`config.mk`:
```
export PLATFORM = sky130hd
export DESIGN_NAME = data_xlate_check
export DESIGN_NICKNAME = d
export VERILOG_FILES = /design/src/rtl/xlate_pkg.sv /design/src/rtl/xlate_align_chk.sv /design/src/rtl/xlate_region_dec.sv /design/src/rtl/xlate_perm_chk.sv /design/src/rtl/data_xlate_check.sv
export SDC_FILE = /design/constraint.sdc
export NUM_CORES = 1
export LEC_CHECK = 0
export BUFFER_PORTS_ARGS = -buffer_cell sky130_fd_sc_hd__buf_2
export CORE_MARGIN = 5
export CORE_UTILIZATION = 44
export DETAILED_ROUTE_END_ITERATION = 10
export GPL_TIMING_DRIVEN = 0
export PLACE_DENSITY = 0.78
export SLEW_MARGIN = 30
export SYNTH_ARGS = -nofsm -noshare
export SYNTH_HDL_FRONTEND = slang
export SYNTH_SLANG_ARGS = --single-unit
export TNS_END_PERCENT = 20
```
`constraint.sdc`:
```
create_clock -name clk -period 2.05 [get_ports clk]
set_clock_uncertainty 0.1 [all_clocks]
set_input_delay 0.205 -clock clk [delete_from_list [all_inputs] [get_ports clk]]
set_output_delay 0.205 -clock clk [all_outputs]
set_load 0.01 [all_outputs]
```
`src/rtl/xlate_pkg.sv`:
```
package xlate_pkg;

  typedef enum logic [2:0] {
    FLT_NONE     = 3'd0,
    FLT_ALIGN    = 3'd1,
    FLT_PAGE     = 3'd2,
    FLT_ACV      = 3'd3,
    FLT_MISS     = 3'd4,
    FLT_MISS_PTE = 3'd5
  } fault_e;

  localparam int ST_W     = 6;
  localparam int ST_WR    = 0;
  localparam int ST_ACV   = 1;
  localparam int ST_TRAPR = 2;
  localparam int ST_TRAPW = 3;
  localparam int ST_MISS  = 4;
  localparam int ST_BADVA = 5;

  localparam int SP_LO   = 41;
  localparam int SP_TAG  = 'h7E;
  localparam int EXT_BIT = 40;

  localparam logic [1:0] MODE_KERNEL = 2'd0;

endpackage

```
`src/rtl/xlate_align_chk.sv`:
```
module xlate_align_chk #(
  parameter int VA_W = 64,
  parameter int SZ_W = 2
) (
  input  logic [VA_W-1:0] va,
  input  logic [SZ_W-1:0] sz,
  output logic            misaligned
);
  localparam int N_SZ = 1 << SZ_W;

  logic [N_SZ-1:0] bad_by_sz;

  // one low-bit test per size code
  for (genvar g = 0; g < N_SZ; g++) begin : g_sz
    if (g == 0) begin : g_byte
      assign bad_by_sz[g] = 1'b0;
    end else begin : g_wide
      assign bad_by_sz[g] = |va[g-1:0];
    end
  end

  assign misaligned = bad_by_sz[sz];

endmodule

```
`src/rtl/xlate_region_dec.sv`:
```
module xlate_region_dec #(
  parameter int VA_W    = 64,
  parameter int VA_IMPL = 48,
  parameter int PA_IMPL = 44,
  parameter int SP_LO   = 41,
  parameter int SP_TAG  = 'h7E,
  parameter int EXT_BIT = 40
) (
  input  logic [VA_W-1:0] va,
  output logic            va_bad,
  output logic            in_superpage,
  output logic [VA_W-1:0] sp_pa
);
  localparam int SP_W  = VA_IMPL - SP_LO;
  localparam int TOP_W = VA_W - VA_IMPL + 1;

  logic [TOP_W-1:0] top_bits;
  logic [PA_IMPL-1:0] sp_core;

  assign top_bits     = va[VA_W-1:VA_IMPL-1];
  assign va_bad       = !((&top_bits) || !(|top_bits));
  assign in_superpage = (va[VA_IMPL-1:SP_LO] == SP_W'(SP_TAG));

  // bits at and above the extension bit copy it, the rest pass through
  for (genvar b = 0; b < PA_IMPL; b++) begin : g_pa
    if (b < EXT_BIT) begin : g_low
      assign sp_core[b] = va[b];
    end else begin : g_ext
      assign sp_core[b] = va[EXT_BIT];
    end
  end

  assign sp_pa = VA_W'(sp_core);

endmodule

```
`src/rtl/xlate_perm_chk.sv`:
```
module xlate_perm_chk
  import xlate_pkg::*;
#(
  parameter int MODE_W = 2
) (
  input  logic [MODE_W-1:0]       mode,
  input  logic                    is_write,
  input  logic [(1<<MODE_W)-1:0]  rd_en,
  input  logic [(1<<MODE_W)-1:0]  wr_en,
  input  logic                    trap_rd,
  input  logic                    trap_wr,
  output logic                    denied,
  output fault_e                  fault,
  output logic [ST_W-1:0]         status
);
  logic allowed;
  logic trap;

  assign allowed = is_write ? wr_en[mode] : rd_en[mode];
  assign trap    = is_write ? trap_wr : trap_rd;
  assign denied  = !allowed || trap;

  always_comb begin
    status = '0;
    fault  = FLT_NONE;
    if (denied) begin
      status[ST_WR]    = is_write;
      status[ST_ACV]   = !allowed;
      status[ST_TRAPR] = !is_write && trap;
      status[ST_TRAPW] = is_write && trap;
      fault            = (!allowed && !is_write) ? FLT_ACV : FLT_PAGE;
    end
  end

endmodule

```
`src/rtl/data_xlate_check.sv`:
```
module data_xlate_check
  import xlate_pkg::*;
#(
  parameter int VA_W      = 64,
  parameter int VA_IMPL   = 48,
  parameter int PA_IMPL   = 44,
  parameter int PAGE_BITS = 13,
  parameter int MODE_W    = 2,
  parameter int SZ_W      = 2
) (
  input  logic                         clk,
  input  logic                         rst,
  input  logic                         req_valid,
  input  logic [VA_W-1:0]              va,
  input  logic [SZ_W-1:0]              sz,
  input  logic                         is_write,
  input  logic                         phys_mode,
  input  logic [MODE_W-1:0]            priv_mode,
  input  logic                         pte_ref,
  input  logic                         tlb_hit,
  input  logic [PA_IMPL-PAGE_BITS-1:0] tlb_ppn,
  input  logic [(1<<MODE_W)-1:0]       tlb_rd_en,
  input  logic [(1<<MODE_W)-1:0]       tlb_wr_en,
  input  logic                         tlb_trap_rd,
  input  logic                         tlb_trap_wr,
  output logic                         rsp_valid,
  output logic [VA_W-1:0]              rsp_pa,
  output logic                         rsp_hit,
  output logic [2:0]                   rsp_fault,
  output logic [ST_W-1:0]              rsp_status
);
  localparam int PPN_W = PA_IMPL - PAGE_BITS;

  logic            misaligned;
  logic            va_bad;
  logic            in_sp;
  logic [VA_W-1:0] sp_pa;
  logic            perm_denied;
  fault_e          perm_fault;
  logic [ST_W-1:0] perm_status;

  fault_e          nx_fault;
  logic [ST_W-1:0] nx_status;
  logic [VA_W-1:0] nx_pa;

  xlate_align_chk #(.VA_W(VA_W), .SZ_W(SZ_W)) u_align (
    .va(va), .sz(sz), .misaligned(misaligned)
  );

  xlate_region_dec #(
    .VA_W(VA_W), .VA_IMPL(VA_IMPL), .PA_IMPL(PA_IMPL),
    .SP_LO(SP_LO), .SP_TAG(SP_TAG), .EXT_BIT(EXT_BIT)
  ) u_region (
    .va(va), .va_bad(va_bad), .in_superpage(in_sp), .sp_pa(sp_pa)
  );

  xlate_perm_chk #(.MODE_W(MODE_W)) u_perm (
    .mode(priv_mode), .is_write(is_write),
    .rd_en(tlb_rd_en), .wr_en(tlb_wr_en),
    .trap_rd(tlb_trap_rd), .trap_wr(tlb_trap_wr),
    .denied(perm_denied), .fault(perm_fault), .status(perm_status)
  );

  // fixed-priority resolution of all checks
  always_comb begin
    nx_fault  = FLT_NONE;
    nx_status = '0;
    nx_pa     = '0;
    if (misaligned) begin
      nx_fault         = FLT_ALIGN;
      nx_status[ST_WR] = is_write;
    end else if (phys_mode) begin
      nx_pa = va;
    end else if (va_bad) begin
      nx_fault            = FLT_PAGE;
      nx_status[ST_WR]    = is_write;
      nx_status[ST_ACV]   = 1'b1;
      nx_status[ST_BADVA] = 1'b1;
    end else if (in_sp) begin
      if (priv_mode != MODE_W'(MODE_KERNEL)) begin
        nx_fault          = FLT_ACV;
        nx_status[ST_WR]  = is_write;
        nx_status[ST_ACV] = 1'b1;
      end else begin
        nx_pa = sp_pa;
      end
    end else if (!tlb_hit) begin
      nx_fault           = pte_ref ? FLT_MISS_PTE : FLT_MISS;
      nx_status[ST_WR]   = is_write;
      nx_status[ST_MISS] = 1'b1;
    end else if (perm_denied) begin
      nx_fault  = perm_fault;
      nx_status = perm_status;
    end else begin
      nx_pa = VA_W'({tlb_ppn, va[PAGE_BITS-1:0]});
    end
  end

  always_ff @(posedge clk) begin
    if (rst) begin
      rsp_valid  <= 1'b0;
      rsp_pa     <= '0;
      rsp_hit    <= 1'b0;
      rsp_fault  <= FLT_NONE;
      rsp_status <= '0;
    end else begin
      rsp_valid <= req_valid;
      if (req_valid) begin
        rsp_pa     <= nx_pa;
        rsp_hit    <= (nx_fault == FLT_NONE);
        rsp_fault  <= nx_fault;
        rsp_status <= nx_status;
      end
    end
  end


  valid_rise_chk: assert property (@(posedge clk) disable iff (rst)
    req_valid |=> rsp_valid);

  valid_drop_chk: assert property (@(posedge clk) disable iff (rst)
    !req_valid |=> !rsp_valid);

  hit_clean_chk: assert property (@(posedge clk) disable iff (rst)
    (rsp_valid && rsp_hit) |-> (rsp_fault == FLT_NONE && rsp_status == '0));

  fault_pa_zero_chk: assert property (@(posedge clk) disable iff (rst)
    (rsp_valid && !rsp_hit) |-> (rsp_pa == '0));

  align_status_chk: assert property (@(posedge clk) disable iff (rst)
    (rsp_valid && rsp_fault == FLT_ALIGN) |-> ((rsp_status & ~ST_W'(1 << ST_WR)) == '0));

  phys_pass_chk: assert property (@(posedge clk) disable iff (rst)
    (req_valid && phys_mode && !misaligned) |=> (rsp_hit && rsp_pa == $past(va)));

  miss_status_chk: assert property (@(posedge clk) disable iff (rst)
    (rsp_valid && (rsp_fault == FLT_MISS || rsp_fault == FLT_MISS_PTE)) |-> rsp_status[ST_MISS]);

  sp_ext_chk: assert property (@(posedge clk) disable iff (rst)
    (req_valid && !phys_mode && !misaligned && !va_bad && in_sp &&
     priv_mode == MODE_W'(MODE_KERNEL))
    |=> (rsp_hit && rsp_pa[VA_W-1:PA_IMPL] == '0 &&
         ($countones(rsp_pa[PA_IMPL-1:EXT_BIT]) == 0 ||
          $countones(rsp_pa[PA_IMPL-1:EXT_BIT]) == PA_IMPL - EXT_BIT)));

  reset_clear_chk: assert property (@(posedge clk)
    $past(rst) |-> (!rsp_valid && !rsp_hit && rsp_status == '0 && rsp_pa == '0));

endmodule

```
==> summary.md, run 1 <==
| Metric | Value |
|---|---|
| Avg WL per Cell | 15.03 µm |
| Hold Fails Final Rpt | 0 |
| Final setup TNS | 0 ns |
| VDD IR max | approximately 0.00048 V |
| Initial Util | a little under half |
| Final worst path period share | 88.90% |
| Final Max Slew Viols | 0 |
| Grt ovf | 0 |
| DR iter-0 viols | 78 |
| Endpoint, Worst Hold | rsp_pa[10] |
| Initial DRT Pass Iterations | 4 |
| Post-synth EDFFs | 0 |
| Fin crit period | approximately 1.8 ns |
| Placed cell count | 642 |
| Synthesized area per cell | about 9.3 µm² |
| Syn_nets | 472 |
| CORE AREA | 7292 µm² |
| Setup violators final | 0 |
| Share of cells above drive strength 1 | 42.71% |
| Register area share after synthesis | 44.85% |
| Synth-to-layout area growth | 42.39% |
| Setup CP Type | primary input to register |
| Worst slew pin tran | 0.7028 ns |
| Status | finished, final reports clean |
| Most common cell after layout, fill and taps aside | buf_2 |
| Row Count | 31 |
| P_leak | 2.299 nW |
| Crit-path max FO | 10 |
| Reg clk slew, reported paths | roughly 0.070 ns |
| CP Launch Type | primary input |
| Final Power | 3.222 mW |
| Worst setup EP type | register |
| Relative slew slack | 53.14% |
| DIE HEIGHT | 96.65 µm |
| I/O pin count | 191 |
| DRC | 0 |
| Pin count of the biggest net entering global routing | 13 |
| WP data arrival | slightly below 2 ns |
| Highest-count cells in the layout ignoring fill and taps | buf_2, dfxtp_1, nand2_1 |
| RSZ-0062 raised after global routing | no |
| Total area of sequential cells | 1481 µm² |
| Area of the multi-input gates | 1692 µm² |
| Layout Cells excl Fill | 669 |
| Hold Startpoint | va[10] |
| Gate Count Post-Synth | ~360 |
| Root Buffer | clkbuf_8 |
| Detail Route Antenna Nets | 0 |
| Via count | 3370 |
| Vias in the first global route | 3452 |
| Clk sinks | 74 |
| Unique cell type count in the Yosys netlist | 46 |
| Critical path launch point | va[52] |
| Hold Crit Class | primary input to register |
| Dominant cells by area after synthesis | dfxtp_1, mux2i_1, o21ai_2 |
| Initial antenna violation count | 1 |
| Global Route Usage Sum | 21.19% |
| HPWL Detailed | ~8100 µm |
| Synth area leader | dfxtp_1 |
| Power Density | 685.0 nW/µm² |
| R2r setup slk | 1.14 ns |
| Worst skew pair latency | 0.33 ns |
| R2R cell count | 3 |
| Vias per inst | a little over 5 |
| Hold Path Depth | 2 |
| CTS Buf Count | 9 |
| # nets final | 680 |
| Synth async-reset ratio | 0% |
| Worst r2r dst | rsp_pa[41] |
| Clk buf depth | 2 |
| CTS tree | built |
| Share of the synthesized area in the top cell type | 44.85% |
| Final GP Congestion | 0.9256 |
| Max-cap check violation count | 0 |
| Critical Path RT | 2.22 ns |
| Fmax | 548.7 MHz |
| Fill count | 643 |
| PostCTS Resize Cnt | 0 |
| Netlist Area Pre-Place | 3303 µm² |
| First-pass GRT wire length | around 17000 µm |
| Yosys reg bits | 74 |
| Die area | 9340 µm² |
| H-tree depth | 3 |
| Dominant synthesized flop cell | dfxtp_1 |
| Reg2reg start | rsp_pa[41] |
| Yosys warnings | 0 |
| Drt total wl | 10060 µm |
| # port buffers | 187 |
| Die W | around 97 µm |
-- where the power goes --
group          internal, mW  switching, mW  total [mW]
Combinational         0.200          0.220       0.420
Sequential             1.47         0.0164        1.49
Clock                 0.784          0.533        1.32
Total                  2.45          0.769        3.22
-- stage by stage --
step                      cell area (µm²)  hold slack (ns)  worst slack [ns]  utilization, %
after floorplan                      3303           0.1913            0.3764               -
after global placement               4363           0.3206          -0.06446           59.83
after detailed placement             4363           0.3254           -0.1291           59.83
after CTS                            4701         0.005123            0.2161           64.46
after global routing                 4703          0.02400           0.07646           64.50
final                                4703         0.007496            0.2276           64.50
-- timing repair --
| action | CTS | global route |
|---|---|---|
| hold buffers | 10 | 0 |
| setup buffers | 0 | 0 |
| hold endpoints to repair | 10 | 0 |
-- layout make-up --
| type | instances | area share, % |
|---|---|---|
| Clock inverter | 4 | 1.543 |
| Tap cell | 99 | 2.634 |
| Timing Repair Buffer | 197 | 22.03 |
| Multi-Input combinational cell | 256 | 35.97 |
| Clock buffer | 12 | 3.512 |
| Buffer | 22 | 2.447 |
| Inverter | 4 | 0.3192 |
| Sequential cell | 74 | 31.50 |
| Antenna cell | 1 | 0.05321 |
-- worst max-delay path, cell delays in order --
cell	delay (ns)
buf_2	0.11
nor4_1	0.40
nand4_1	0.23
nor4_4	0.27
o21a_2	0.27
o211ai_4	0.16
buf_6	0.20
o21ai_2	0.13
-- logic make-up (layout without fill, tap and decap cells) --
logic type	count (synthesis)	count (layout)	share of synthesized area, %
simple gates	127	127	20.15
mux	32	32	9.697
other cells	0	1	0
buf+inv	26	239	3.939
flops	74	74	44.85
compound gates	97	97	21.36
-- cells in the mapped netlist (all sizes together) (3+ instances only) --
| cell type | n |
|---|---|
| a21oi | 27 |
| a22o | 13 |
| a31oi | 3 |
| and2 | 3 |
| buf | 7 |
| clkbuf | 15 |
| dfxtp | 74 |
| inv | 4 |
| mux2i | 32 |
| nand2 | 37 |
| nand2b | 4 |
| nand3 | 6 |
| nand4 | 3 |
| nor2 | 32 |
| nor2b | 26 |
| nor4 | 5 |
| o21ai | 36 |
| o2bb2ai | 3 |
| or2 | 3 |
| or4 | 3 |
-- how the worst max path moves through the flow --
stage                        end  cells after the start
CTS                   rsp_pa[14]                      6
finish                rsp_pa[34]                      8
global placement      rsp_pa[38]                      7
detailed placement    rsp_pa[14]                      7
floorplan             rsp_pa[10]                      7
global route        rsp_fault[1]                      6
-- routing by layer --
metal	GRT usage [%]	wire length, µm	up-vias
met2	36.62	5018	146
li1	-	-	1684
met5	0	0	-
met4	7.451	179	0
met3	6.835	913	15
met1	24.52	3946	1525
-- registers in the layout, indices dropped and copies added (netlist names) --
| register | count |
|---|---|
| rsp_valid | 1 |
| rsp_fault | 2 |
| rsp_hit | 1 |
| rsp_pa | 64 |
| rsp_status | 6 |
(Power assumes the default switching activity.)
==> inputs of run 2 (changes only) <==
--- a/config.mk
+++ b/config.mk
@@ -6,11 +6,12 @@
 export NUM_CORES = 1
 export LEC_CHECK = 0
 export BUFFER_PORTS_ARGS = -buffer_cell sky130_fd_sc_hd__buf_2
+export CORE_ASPECT_RATIO = 1.4
 export CORE_MARGIN = 5
-export CORE_UTILIZATION = 44
+export CORE_UTILIZATION = 40
 export DETAILED_ROUTE_END_ITERATION = 10
 export GPL_TIMING_DRIVEN = 0
-export PLACE_DENSITY = 0.78
+export PLACE_DENSITY = 0.75
 export SLEW_MARGIN = 30
 export SYNTH_ARGS = -nofsm -noshare
 export SYNTH_HDL_FRONTEND = slang
==> constraint.sdc (replaced) <==
create_clock -name clk -period 1.6 [get_ports clk]
set_clock_uncertainty 0.1 [all_clocks]
set_input_delay 0.16 -clock clk [delete_from_list [all_inputs] [get_ports clk]]
set_output_delay 0.16 -clock clk [all_outputs]
set_load 0.01 [all_outputs]
==> run 2 against run 1 <==
Against the previous run: the run now ends with negative hold slack, negative setup slack left; combinational power grew 51%; hold slack worse by 0.015 ns; core utilization about the same; critical path type unchanged.
==> summary.md, run 2 (synthesis gave the netlist of run 1 again) <==
| Metric | Value |
|---|---|
| HPWL Detailed | 8137 µm (+1.0%) |
| Worst skew pair latency | 0.32 ns (about the same) |
| Setup violators final | 1 (+1) |
| DRC | 0 (unchanged) |
| Sw Pwr | 1.064 mW (+38%) |
| Final GP Congestion | 0.8784 (-5.1%) |
| Die W | 86.80 µm (-10%) |
| Grt ovf | 0 (unchanged) |
| Final Max Slew Viols | 0 (unchanged) |
| Fill count | 681 (+5.9%) |
| RSZ-0062 raised after global routing | yes |
| Area of the multi-input gates | 1793 µm² (+6.0%) |
| CTS Buf Count | 9 (unchanged) |
| Hold_ws | -0.007558 ns (-0.01505 ns) |
| Final Power | 4.502 mW (+40%) |
| Initial Util | 40.78% (-4.5 points) |
| WP data arrival | 1.76 ns (-0.23 ns) |
| Setup CP Type | primary input to register |
| Final WS setup | -0.004881 ns (-0.2325 ns) |
| Status | finished, violations left |
| Fmax | 623.1 MHz |
| Worst setup EP type | register |
| H-tree depth | 3 (unchanged) |
| CTS tree | built |
| Design Area, Final | 5221 µm² (+11%) |
| Worst slew pin tran | 0.6321 ns (-0.07076 ns) |
| Clock power share | 43.5% (+2.6 points) |
| Drt total wl | 11540 µm (+15%) |
| Clk buf depth | 2 (unchanged) |
| Hold Fails Final Rpt | 1 (+1) |
| DP Area | 4377 µm² (+0.32%) |
| Biggest register | rsp_pa |
| Critical Path RT | 1.76 ns (-0.46 ns) |
| P_leak | 2.509 nW (+9.2%) |
| DR iter-0 viols | 163 (+110%) |
| Most common cell after layout, fill and taps aside | buf_2 |
| Critical path launch point | va[59] |
| Int Power | 3.438 mW (+40%) |
| Max-cap check violation count | 0 (unchanged) |
| Number of flip-flops in the largest register | 64 (unchanged) |
| Die area | 10200 µm² (+9.2%) |
| Row Count | 39 (+26%) |
| Largest regs | rsp_pa (64), rsp_status (6), rsp_fault (2) |
| Worst path top cell family by delay | simple AND/OR/NAND/NOR gates |
| Fin crit period | 1.605 ns |
| CP Launch Type | primary input |
| Buf/Inv on CP | 3 (+1) |
| Sw Ratio | 23.63% (-0.24 points) |
| Clk sinks | 74 (unchanged) |
| Reg clk slew, reported paths | 0.06 ns (about the same) |
| Most used cell, CP | nor4_4 |
| Hold Crit Class | primary input to register |
| # nets final | 709 (+4.3%) |
| Initial DRT Pass Iterations | 4 (unchanged) |
| Final worst path period share | 100.3% |
| I/O pin count | 191 (unchanged) |
| Highest-count cells in the layout ignoring fill and taps | buf_2, dfxtp_1, nand2_1 |
| VDD IR max | 0.0005910 V (+24%) |
| First-pass GRT wire length | 18170 µm (+9.8%) |
| CP max-delay cell | nor4_4 |
| Global Route Usage Sum | 22.24% (+1.0 points) |
| N_diodes | 0 (-1) |
| Reg2reg start | rsp_pa[43] |
| Pin count of the biggest net entering global routing | 12 (-1) |
| Share of cells above drive strength 1 | 43.22% (+0.51 points) |
| CORE AREA | 8100 µm² (+11%) |
| Hold Startpoint | va[55] |
| # port buffers | 187 (unchanged) |
| Detail Route Antenna Nets | 0 (unchanged) |
| Seq pwr share | 42.3% (-3.8 points) |
| Avg WL per Cell | 16.50 µm (+9.8%) |
| Synth-to-layout area growth | 58.07% |
| DIE HEIGHT | 117.5 µm (+22%) |
| Total area of sequential cells | 1481 µm² (unchanged) |
| Crit-path max FO | 7 (-3) |
| Failing checks | negative hold slack, negative setup slack |
| Slowest stage delay, CP | 0.27 ns (-0.13 ns) |
| CP Cell Sequence | buf_8 -> nor4_4 -> nand4_1 -> nor4_4 -> buf_4 -> o21a_4 -> o211ai_4 -> clkbuf_16 -> o21ai_2 |
| Via count | 3642 (+8.1%) |
| Relative slew slack | 57.71% (+4.6 points) |
| Final setup TNS | -0.004881 ns (-0.004881 ns) |
| Initial antenna violation count | 0 (-1) |
| Vias in the first global route | 3782 (+9.6%) |
| Vias per inst | 5.210 (+3.4%) |
| Power Density | 862.2 nW/µm² (+26%) |
| Root Buffer | clkbuf_16 |
| Gate power share | 14.1% (+1.1 points) |
==> run 2: cell types whose count changed in the layout (fill, tap and decap cells not counted), moves of 2 or more <==
| cell | before | now |
|---|---|---|
| clkbuf_8 | 12 | 1 |
| buf_4 | 2 | 5 |
| buf_8 | 0 | 6 |
| clkbuf_16 | 0 | 11 |
| a21oi_1 | 27 | 25 |
| nor4_4 | 2 | 5 |
| dlygate4sd3_1 | 10 | 33 |
| a21oi_2 | 0 | 2 |
| nor4_1 | 3 | 0 |
| buf_2 | 189 | 184 |
| clkbuf_2 | 0 | 2 |
==> run 2: path summary, 6_finish.rpt <==
path | endpoint | slack [ns] | cells after the start
worst min-delay path | rsp_pa[55] | -0.008 | 3
worst max register to register | rsp_pa[43] | 0.69 | 3
worst max-delay path | rsp_pa[30] | -0.005 | 9
worst min register to register | rsp_pa[15] | 0.35 | 2
==> run 2: power groups by stage <==
stage	clock (mW)	combinational (mW)	sequential [mW]
after floorplan	0	0.242	1.96
after global routing	2.08	0.691	1.91
after detailed placement	0	0.525	1.95
after global placement	0	0.512	1.94
after CTS	2.00	0.615	1.91
final	1.96	0.636	1.91
==> run 2: per-stage QoR <==
| step | util [%] | std cells | setup slack (ns) | hold WS (ns) |
|---|---|---|---|---|
| 2_1_floorplan | - | 356 | -0.003750 | 0.1463 |
| 3_3_place_gp | 54.03 | 645 | -0.4816 | 0.2773 |
| 3_5_place_dp | 54.03 | 645 | -0.4781 | 0.2790 |
| 4_1_cts | 63.50 | 697 | -0.02348 | 0.0004303 |
| 5_1_grt | 64.46 | 699 | -0.1108 | 0.01440 |
| 6_report | 64.46 | 699 | -0.004881 | -0.007558 |
==> run 2: repair_timing <==
action	4_1_cts	5_1_grt
endpoints found under the hold margin	29	0
buffers inserted	3	0
endpoints found under the setup margin	37	70
hold buffers	33	0
cloned	1	2
pin swaps	14	22
resized for setup	21	10
==> run 2: area by class of cell <==
cell class	instances	share of cell area [%]
inverters	4	0.2876
multi-input cells	257	34.34
well taps	102	2.444
clock buffers	12	4.721
flip-flops and latches	74	28.37
plain buffers	22	2.492
repair buffers	225	26.58
clock inverters	3	0.7668
==> run 2: layer usage <==
layer	global-route usage (%)	wire length, µm
met2	38.02	5913
met4	13.16	555
met3	4.622	750
met1	24.62	4316
met5	0	0
==> run 2: worst reg2reg max path: stages (launching register included) <==
cell and delay (ns):
dfxtp_1 0.30, nor2b_1 0.13, a31oi_1 0.18, o2bb2ai_1 0.08
